`config.mk`:
```
export PLATFORM = sky130hd
export DESIGN_NAME = idwire_seq
export DESIGN_NICKNAME = d
export VERILOG_FILES = /design/src/rtl/idwire_seq.sv
export SDC_FILE = /design/constraint.sdc
export NUM_CORES = 1
export LEC_CHECK = 0
export BUFFER_PORTS_ARGS = -buffer_cell sky130_fd_sc_hd__buf_2
export CORE_ASPECT_RATIO = 0.6
export CORE_UTILIZATION = 57
export CTS_CLUSTER_SIZE = 24
export DETAILED_ROUTE_END_ITERATION = 8
export PLACE_DENSITY = 0.8
export SYNTH_ARGS = -nofsm -noshare
export SYNTH_HDL_FRONTEND = slang
export SYNTH_SLANG_ARGS = --single-unit
```
`constraint.sdc`:
```
create_clock -name clk -period 3.1 [get_ports clk]
set_input_delay 0.155 -clock clk [delete_from_list [all_inputs] [get_ports clk]]
set_output_delay 0.155 -clock clk [all_outputs]
set_load 0.02 [all_outputs]
```
`src/rtl/idwire_seq.sv`:
```
module idwire_seq #(
  parameter int DEPTH = 16,
  localparam int AW = $clog2(DEPTH) + 1
) (
  input  logic          clk,
  input  logic          rst_n,
  input  logic          bus_cyc,
  input  logic          bus_stb,
  input  logic          bus_we,
  input  logic [AW-1:0] bus_adr,
  input  logic [7:0]    bus_dat_i,
  output logic [7:0]    bus_dat_o,
  output logic          bus_ack,
  input  logic          pad_id_i,
  output logic          pad_id_o,
  output logic          pad_id_oe,
  output logic          pad_pwr_o,
  output logic          pad_pwr_oe,
  input  logic          dbg_swdio_o,
  input  logic          dbg_swdio_oe,
  output logic          dbg_swdio_i,
  input  logic          dbg_swclk
);
  localparam int IW = $clog2(DEPTH);
  localparam int LW = $clog2(DEPTH + 1);
  localparam logic [AW-1:0] A_CTRL  = AW'(DEPTH);
  localparam logic [AW-1:0] A_LEN   = AW'(DEPTH + 1);
  localparam logic [AW-1:0] A_TONE  = AW'(DEPTH + 2);
  localparam logic [AW-1:0] A_TZERO = AW'(DEPTH + 3);
  localparam logic [AW-1:0] A_TBIT  = AW'(DEPTH + 4);
  localparam logic [AW-1:0] A_TRST  = AW'(DEPTH + 5);
  localparam logic [AW-1:0] A_TREC  = AW'(DEPTH + 6);

  typedef enum logic [1:0] {S_IDLE, S_BIT, S_RLOW, S_RGAP} st_t;

  st_t           st;
  logic [7:0]    mem [DEPTH];
  logic [LW-1:0] len_q;
  logic [7:0]    t_one, t_zero, t_bit, t_rst, t_rec;
  logic [7:0]    cnt;
  logic [2:0]    bit_i;
  logic [LW-1:0] byte_i;
  logic          done_q, hand_q, ack_q;
  logic [7:0]    rdat_q, rd;

  wire req     = bus_cyc & bus_stb & ~ack_q;
  wire wr      = req & bus_we;
  wire ctrl_wr = wr && (bus_adr == A_CTRL);
  wire busy    = (st != S_IDLE);
  wire rcmd    = ctrl_wr & bus_dat_i[1] & ~busy;
  wire go      = ctrl_wr & bus_dat_i[0] & ~bus_dat_i[1] & ~busy & ~hand_q;
  wire hset    = ctrl_wr & bus_dat_i[2] & ~bus_dat_i[1] & ~busy & done_q;

  wire [7:0] cur_byte = mem[byte_i[IW-1:0]];
  wire [7:0] width    = cur_byte[bit_i] ? t_one : t_zero;
  wire [8:0] cnt_nx   = {1'b0, cnt} + 9'd1;
  wire slot_end = cnt_nx >= {1'b0, t_bit};
  wire rlow_end = cnt_nx >= {1'b0, t_rst};
  wire rgap_end = cnt_nx >= {1'b0, t_rec};
  wire last_byte = (byte_i == LW'(len_q - LW'(1)));
  wire seq_low  = ((st == S_BIT) && (cnt < width)) || (st == S_RLOW);

  assign bus_ack     = ack_q;
  assign bus_dat_o   = rdat_q;
  assign pad_id_o    = hand_q ? dbg_swdio_o  : 1'b0;
  assign pad_id_oe   = hand_q ? dbg_swdio_oe : seq_low;
  assign pad_pwr_o   = hand_q ? dbg_swclk    : 1'b0;
  assign pad_pwr_oe  = hand_q;
  assign dbg_swdio_i = hand_q ? pad_id_i     : 1'b1;

  always_comb begin
    rd = 8'h00;
    if (bus_adr < A_CTRL) rd = mem[bus_adr[IW-1:0]];
    else begin
      case (bus_adr)
        A_CTRL:  rd = {5'b0, hand_q, done_q, busy};
        A_LEN:   rd = 8'(len_q);
        A_TONE:  rd = t_one;
        A_TZERO: rd = t_zero;
        A_TBIT:  rd = t_bit;
        A_TRST:  rd = t_rst;
        A_TREC:  rd = t_rec;
        default: rd = 8'h00;
      endcase
    end
  end

  always_ff @(posedge clk) begin
    if (!rst_n) begin
      ack_q  <= 1'b0;
      rdat_q <= 8'h00;
      len_q  <= '0;
      t_one  <= 8'd4;
      t_zero <= 8'd12;
      t_bit  <= 8'd16;
      t_rst  <= 8'd32;
      t_rec  <= 8'd16;
      for (int i = 0; i < DEPTH; i++) mem[i] <= 8'h00;
    end else begin
      ack_q <= req;
      if (req) rdat_q <= rd;
      if (wr) begin
        if (bus_adr < A_CTRL) mem[bus_adr[IW-1:0]] <= bus_dat_i;
        else begin
          case (bus_adr)
            A_LEN:   len_q  <= bus_dat_i[LW-1:0];
            A_TONE:  t_one  <= bus_dat_i;
            A_TZERO: t_zero <= bus_dat_i;
            A_TBIT:  t_bit  <= bus_dat_i;
            A_TRST:  t_rst  <= bus_dat_i;
            A_TREC:  t_rec  <= bus_dat_i;
            default: ;
          endcase
        end
      end
    end
  end

  always_ff @(posedge clk) begin
    if (!rst_n) begin
      st     <= S_IDLE;
      cnt    <= 8'd0;
      bit_i  <= 3'd0;
      byte_i <= '0;
      done_q <= 1'b0;
      hand_q <= 1'b0;
    end else begin
      case (st)
        S_IDLE: begin
          if (rcmd) begin
            st     <= S_RLOW;
            cnt    <= 8'd0;
            done_q <= 1'b0;
            hand_q <= 1'b0;
          end else if (go) begin
            cnt    <= 8'd0;
            bit_i  <= 3'd0;
            byte_i <= '0;
            if (len_q == '0) done_q <= 1'b1;
            else begin
              done_q <= 1'b0;
              st     <= S_BIT;
            end
          end else if (hset) hand_q <= 1'b1;
        end
        S_BIT: begin
          if (slot_end) begin
            cnt <= 8'd0;
            if (bit_i == 3'd7) begin
              bit_i <= 3'd0;
              if (last_byte) begin
                st     <= S_IDLE;
                done_q <= 1'b1;
              end else byte_i <= byte_i + LW'(1);
            end else bit_i <= bit_i + 3'd1;
          end else cnt <= cnt + 8'd1;
        end
        S_RLOW: begin
          if (rlow_end) begin
            st  <= S_RGAP;
            cnt <= 8'd0;
          end else cnt <= cnt + 8'd1;
        end
        default: begin
          if (rgap_end) st <= S_IDLE;
          else cnt <= cnt + 8'd1;
        end
      endcase
    end
  end
endmodule

```
Yosys cells after proc, flatten, opt, wreduce, memory -nomap -nowiden
Memory sizes are Yosys's and may differ from the RTL's. A register that Yosys moved wholly into a read port is not among the register bits.
Index checks and enable logic that the tools add are counted.
{"block": "word_totals", "reg_bits": 74, "latchBits": 0, "ram_bits": 128, "romBits": 0, "input_bits": 22, "out_inout_bits": 14, "word_cells": 143, "memories": 1}
{"name": "mem", "depth": 16, "word_bits": 8, "rd": 2, "rd_ports_with_merged_regs": 1, "wr": 16, "line_no": "37", "rtl": "logic [7:0] mem [DEPTH];"}
{"block": "classes", "add_sub_neg": 5, "multipliers": 0, "n_div": 0, "magnitude_cmp": 6, "n_eq_ne": 22, "shifts": 0, "mux": 55, "bitwise_logic": 18, "n_reduce_logical": 22}
{"op": "8-bit two-way mux", "count": 8}
{"op": "8-bit one-hot mux with 7 select lines", "count": 1}
{"op": "5-bit == test (second input constant)", "count": 7}
{"op": "9-bit by 8-bit greater-or-equal comparator with 1-bit output", "count": 3}
{"op": "5-bit two-way mux", "count": 5}
{"op": "8-bit one-hot mux with 3 select lines", "count": 1}
{"op": "3-bit AND reduction", "count": 7}
{"op": "1-bit two-way mux", "count": 20}
{"op": "2-bit two-way mux", "count": 8}
{"op": "2-bit != test (second input constant)", "count": 7}
{"op": "1-bit bitwise AND", "count": 13}
{"op": "3-bit two-way mux", "count": 4}
{"op": "4-bit two-way mux", "count": 3}
{"op": "5-bit one-hot mux with 2 select lines", "count": 1}
{"op": "8-bit by 1-bit adder with 9-bit output (second input constant)", "count": 1}
{"op": "8-bit by 1-bit adder with 8-bit output (second input constant)", "count": 1}
{"op": "8-bit less-than comparator", "count": 1}
{"op": "8-bit OR reduction", "count": 1}
{"op": "7-bit AND reduction", "count": 1}
{"op": "3-bit != test (second input constant)", "count": 2}
{"op": "2-bit one-hot mux with 3 select lines", "count": 1}
{"op": "3-bit one-hot mux with 2 select lines", "count": 1}
{"op": "6-bit AND reduction", "count": 1}
{"op": "2-bit nonzero test", "count": 3}
{"op": "other kinds (22)", "count": 27}

Depth between registers and ports, before layout
{"block": "logic_depth", "word_depth": 13, "mapped_depth": 16, "mapped_depth_nobuf": 15}

Least setup slack after synthesis
Ideal clock, no wire load.
{"block": "synth_timing", "path_type": "flip-flop to output port", "startpoint": "register with a tool-made name", "endpoint": "output pad_id_oe", "arrival_time_ps": 3430, "setup_slack_ps": -485, "path_stages_with_launch": 15, "n_path_buf": 2, "path_cell_list": "dfxtp_1 -> buf_2 -> buf_2 -> mux4_2 -> nor3_1 -> nor4_1 -> or4_4 -> a21oi_4 -> mux2i_1 -> ha_1 -> a21oi_1 -> nor2b_1 -> o21ai_0 -> o211ai_1 -> o31ai_2"}
{"item": "end: declaration", "line_no": "16", "rtl": "output logic pad_id_oe,"}

==> results.cfg <==
[routing]
finalWirelength_um = 35800
drc = 0
dr.first_iter.drc_count = 1208
via_per_inst = 6.55
routedWlPerCell_um = 26.1
vias = 8988
antenna_left = 0
firstDrtPassIters = 5

[global_route]
grt_pass1_wl_um = 53500
grt_pass1_vias = 8595
grt.total_usage_pct = 35.7
grt_antenna_before_repair = 0
gr-total-overflow = 0
grt_max_degree = 59

[sta]
max_freq_mhz = 234
skew_ps = 15.3
rsz0062_at_grt = yes
finalWorstSetupSlack_ps = -1180
hold_violations = 0
tightestPinTransition_ps = 871
min_period_ps = 4280
drv_slew = 0
relSlewSlack_pct = 41.7
setup_tns_ps = -2910
fin_crit_sh_pct = 138
setup_viol = 15

[pwr]
switchingPower_mw = 1.38
intPower_mw = 4.50
p_seq_share_pct = 51.7
p_leak_nw = 5.03
total_power_mw = 5.89
peakVddDrop_mv = 0.360
power_frac_clock_pct = 40.4
combPwrFrac_pct = 7.8
switching_share_pct = 23.5
powerDensity_nw_per_um2 = 439

[worst_setup_path]
start_kind = register
critPathRequiredTime_ps = 2940
crit_arrival_ps = 4120
path_common_cell = buf_12
cp_max_fo = 7
cpMaxStageDelayCell = mux4_2
end_kind = primary output
path_delay_family = compound AO/OA/AOI/OAI gates
worstSetupPathType = register to primary output
slowest_delay_ps = 540
worst-path-buf-inv = 3
path_cells = buf_12 -> mux4_2 -> nor2_4 -> nor4_1 -> or4_4 -> a21oi_4 -> buf_12 -> mux2i_1 -> ha_1 -> a21oi_2 -> nor2b_1 -> o21ai_1 -> o211ai_1 -> o221a_2 -> o31ai_4 -> buf_6

[placement]
gp_congestion = 0.994
place_inst = 1330
numPortBuffers = 35
dpl.hpwl_um = 26500

[floorplan]
die_y_um = 112
core_area_sq_um = 19400
start_util_pct = 59.6
io_pins = 36
std_cell_rows = 39
die_x_um = 186
dieArea_sq_um = 20900

[clocking]
cts.sinks = 206
clk_pin_slew_ps = 70
insertion_delay_ps = 500
htreeDepth = 1
cts_tree = done
clockBufferDepth = 3
cts-root-buf = clkbuf_16
cts_buffers = 19

[synth]
synthCells = 1005
synth_edf_count = 128
yosysSeqAreaShare_pct = 46.7
synth.cell_area_sq_um = 11600
synth-main-ff-cell = edfxtp_1
ys_ff_latch = 206
ys_types = 70
syn_nets = 1064
yosysWarnings = 0
synthArstFlopShare_pct = 0
syn_avg_cell_area_sq_um = 11.5

[status]
violations = negative setup slack
run_status = finished, violations left

[min_path]
hp-class = primary input to register

[finish]
instances_no_fill = 1373
final_util_pct = 69.0
num-nets-final = 1154
syn_to_final_growth_pct = 15.8
drive_gt1_share_pct = 23.8
fill_cells = 1470
n_antenna_cell = 0

[job]
drv_cap = 0
-- state kept, by name, indices dropped and copies added (netlist names), named ones only --
name	flops
t_rec	8
pad_pwr_oe	1
t_zero	8
mem	128
t_one	8
cnt	8
st	2
t_bit	8
bit_i	3
t_rst	8
bus_ack	1
done_q	1
byte_i	5
bus_dat_o	8
len_q	5
-- final timing paths --
check | start | to | slack [ps] | cells after the start
min | rst_n | t_one[7]$_SDFFE_PN0P_ | 20 | 3
min reg2reg | bus_ack$_SDFF_PN0_ | bus_ack$_SDFF_PN0_ | 440 | 1
max reg2reg | cnt[1]$_SDFFE_PN0P_ | register | -190 | 11
max | register | pad_id_oe | -1180 | 16
-- cells in the final DEF (no fill, tap or decap), types with 6 or more instances in the layout --
cell       count
clkbuf_1       7
nand3_1       16
xnor2_1       10
inv_1         28
o21ai_0       25
buf_4         95
dfxtp_1       75
a21o_1        14
nor3b_1        7
a211oi_1      10
edfxtp_1     128
nand2_1       38
a222oi_1       6
and2_1       100
nor2b_1       11
mux2i_1       65
a21oi_1       29
and3_1        37
mux4_2        65
buf_2         34
nor3_1        11
nor2_1        88
ha_1          36
clkbuf_16     20
o21ai_1        6
nand2b_1      17
buf_12         6
a22oi_1       12
o211ai_1       7
-- logic make-up after synthesis --
logic type	synth area share, %
AO/OA/AOI/OAI	8.71
adder cells (fa/ha/maj)	4.00
buffers and inverters	3.59
XOR/XNOR	0.984
flip-flops	46.7
multiplexers	18.9
AND/OR/NAND/NOR	17.1
-- tightest hold or removal path, delay by kind of cell --
kind,cells,cell delay [ps]
and+or+nand+nor,1,70
buffers and inverters,2,260
-- area by class of cell --
class                   instances  area, sq um  share of cell area [%]
clock buffers                  30          568                    4.24
clock inverters                 3         42.5                   0.318
inverters                      30          113                   0.841
multi-input cells             698         5850                    43.7
flip-flops and latches        206         5410                    40.4
well taps                     266          333                    2.48
repair buffers                140         1070                    8.01
-- timing repair --
| item | 4_1_cts | 5_1_grt |
|---|---|---|
| endpoints found under the hold margin | 1 | 0 |
| pin swaps | 3 | 6 |
| gates resized for setup | 11 | 16 |
| gates cloned | 1 | 0 |
| setup buffers | 4 | 3 |
| hold buffers | 2 | 0 |
| setup endpoints to repair | 14 | 24 |
-- power by group through the flow --
stage          combinational, mW  clock [mW]  sequential (mW)
2_1_floorplan              0.270           0             3.07
3_3_place_gp               0.436           0             3.10
3_5_place_dp               0.442           0             3.10
4_1_cts                    0.447        2.38             3.04
5_1_grt                    0.482        2.49             3.05
6_report                   0.461        2.38             3.04
-- through the flow --
stage | cell area (sq um) | hold WS (ps) | setup WS [ps]
after floorplan | 11600 | 296 | -366
after global placement | 12600 | 403 | -708
after detailed placement | 12600 | 416 | -760
after CTS | 13300 | 1.91 | -1160
after global routing | 13400 | 26.3 | -1340
final | 13400 | 22.5 | -1180
-- per-layer routing --
metal	wire, um	track usage (%)	vias up
li1	-	-	3936
met1	15500	55.2	4322
met2	13300	44.7	677
met3	6430	17.7	51
met4	524	5.63	2
met5	77	2.82	-
-- synth_stat cells (4+ instances only) --
master | number | area share, %
a2111oi_0 | 4 | 0.30
a211oi_1 | 10 | 0.65
a21o_1 | 14 | 0.91
a21oi_1 | 30 | 1.3
a222oi_1 | 6 | 0.52
a22oi_1 | 12 | 0.78
a31oi_1 | 5 | 0.27
and2_1 | 100 | 5.4
and3_1 | 39 | 2.1
buf_1 | 6 | 0.19
buf_2 | 10 | 0.43
clkbuf_1 | 53 | 1.7
dfxtp_1 | 78 | 13
edfxtp_1 | 128 | 33
ha_1 | 37 | 4.0
inv_1 | 28 | 0.91
mux2_2 | 5 | 0.49
mux2i_1 | 65 | 5.6
mux4_2 | 65 | 13
nand2_1 | 38 | 1.2
nand2b_1 | 17 | 0.92
nand3_1 | 16 | 0.69
nand4b_1 | 5 | 0.38
nor2_1 | 90 | 2.9
nor2b_1 | 11 | 0.59
nor3_1 | 14 | 0.61
nor3b_1 | 7 | 0.45
nor4_1 | 4 | 0.22
o211ai_1 | 7 | 0.45
o21ai_0 | 26 | 1.1
o21ai_1 | 5 | 0.22
o22ai_1 | 6 | 0.32
xnor2_1 | 11 | 0.83
Note: power is estimated with default switching activity, not from simulation.
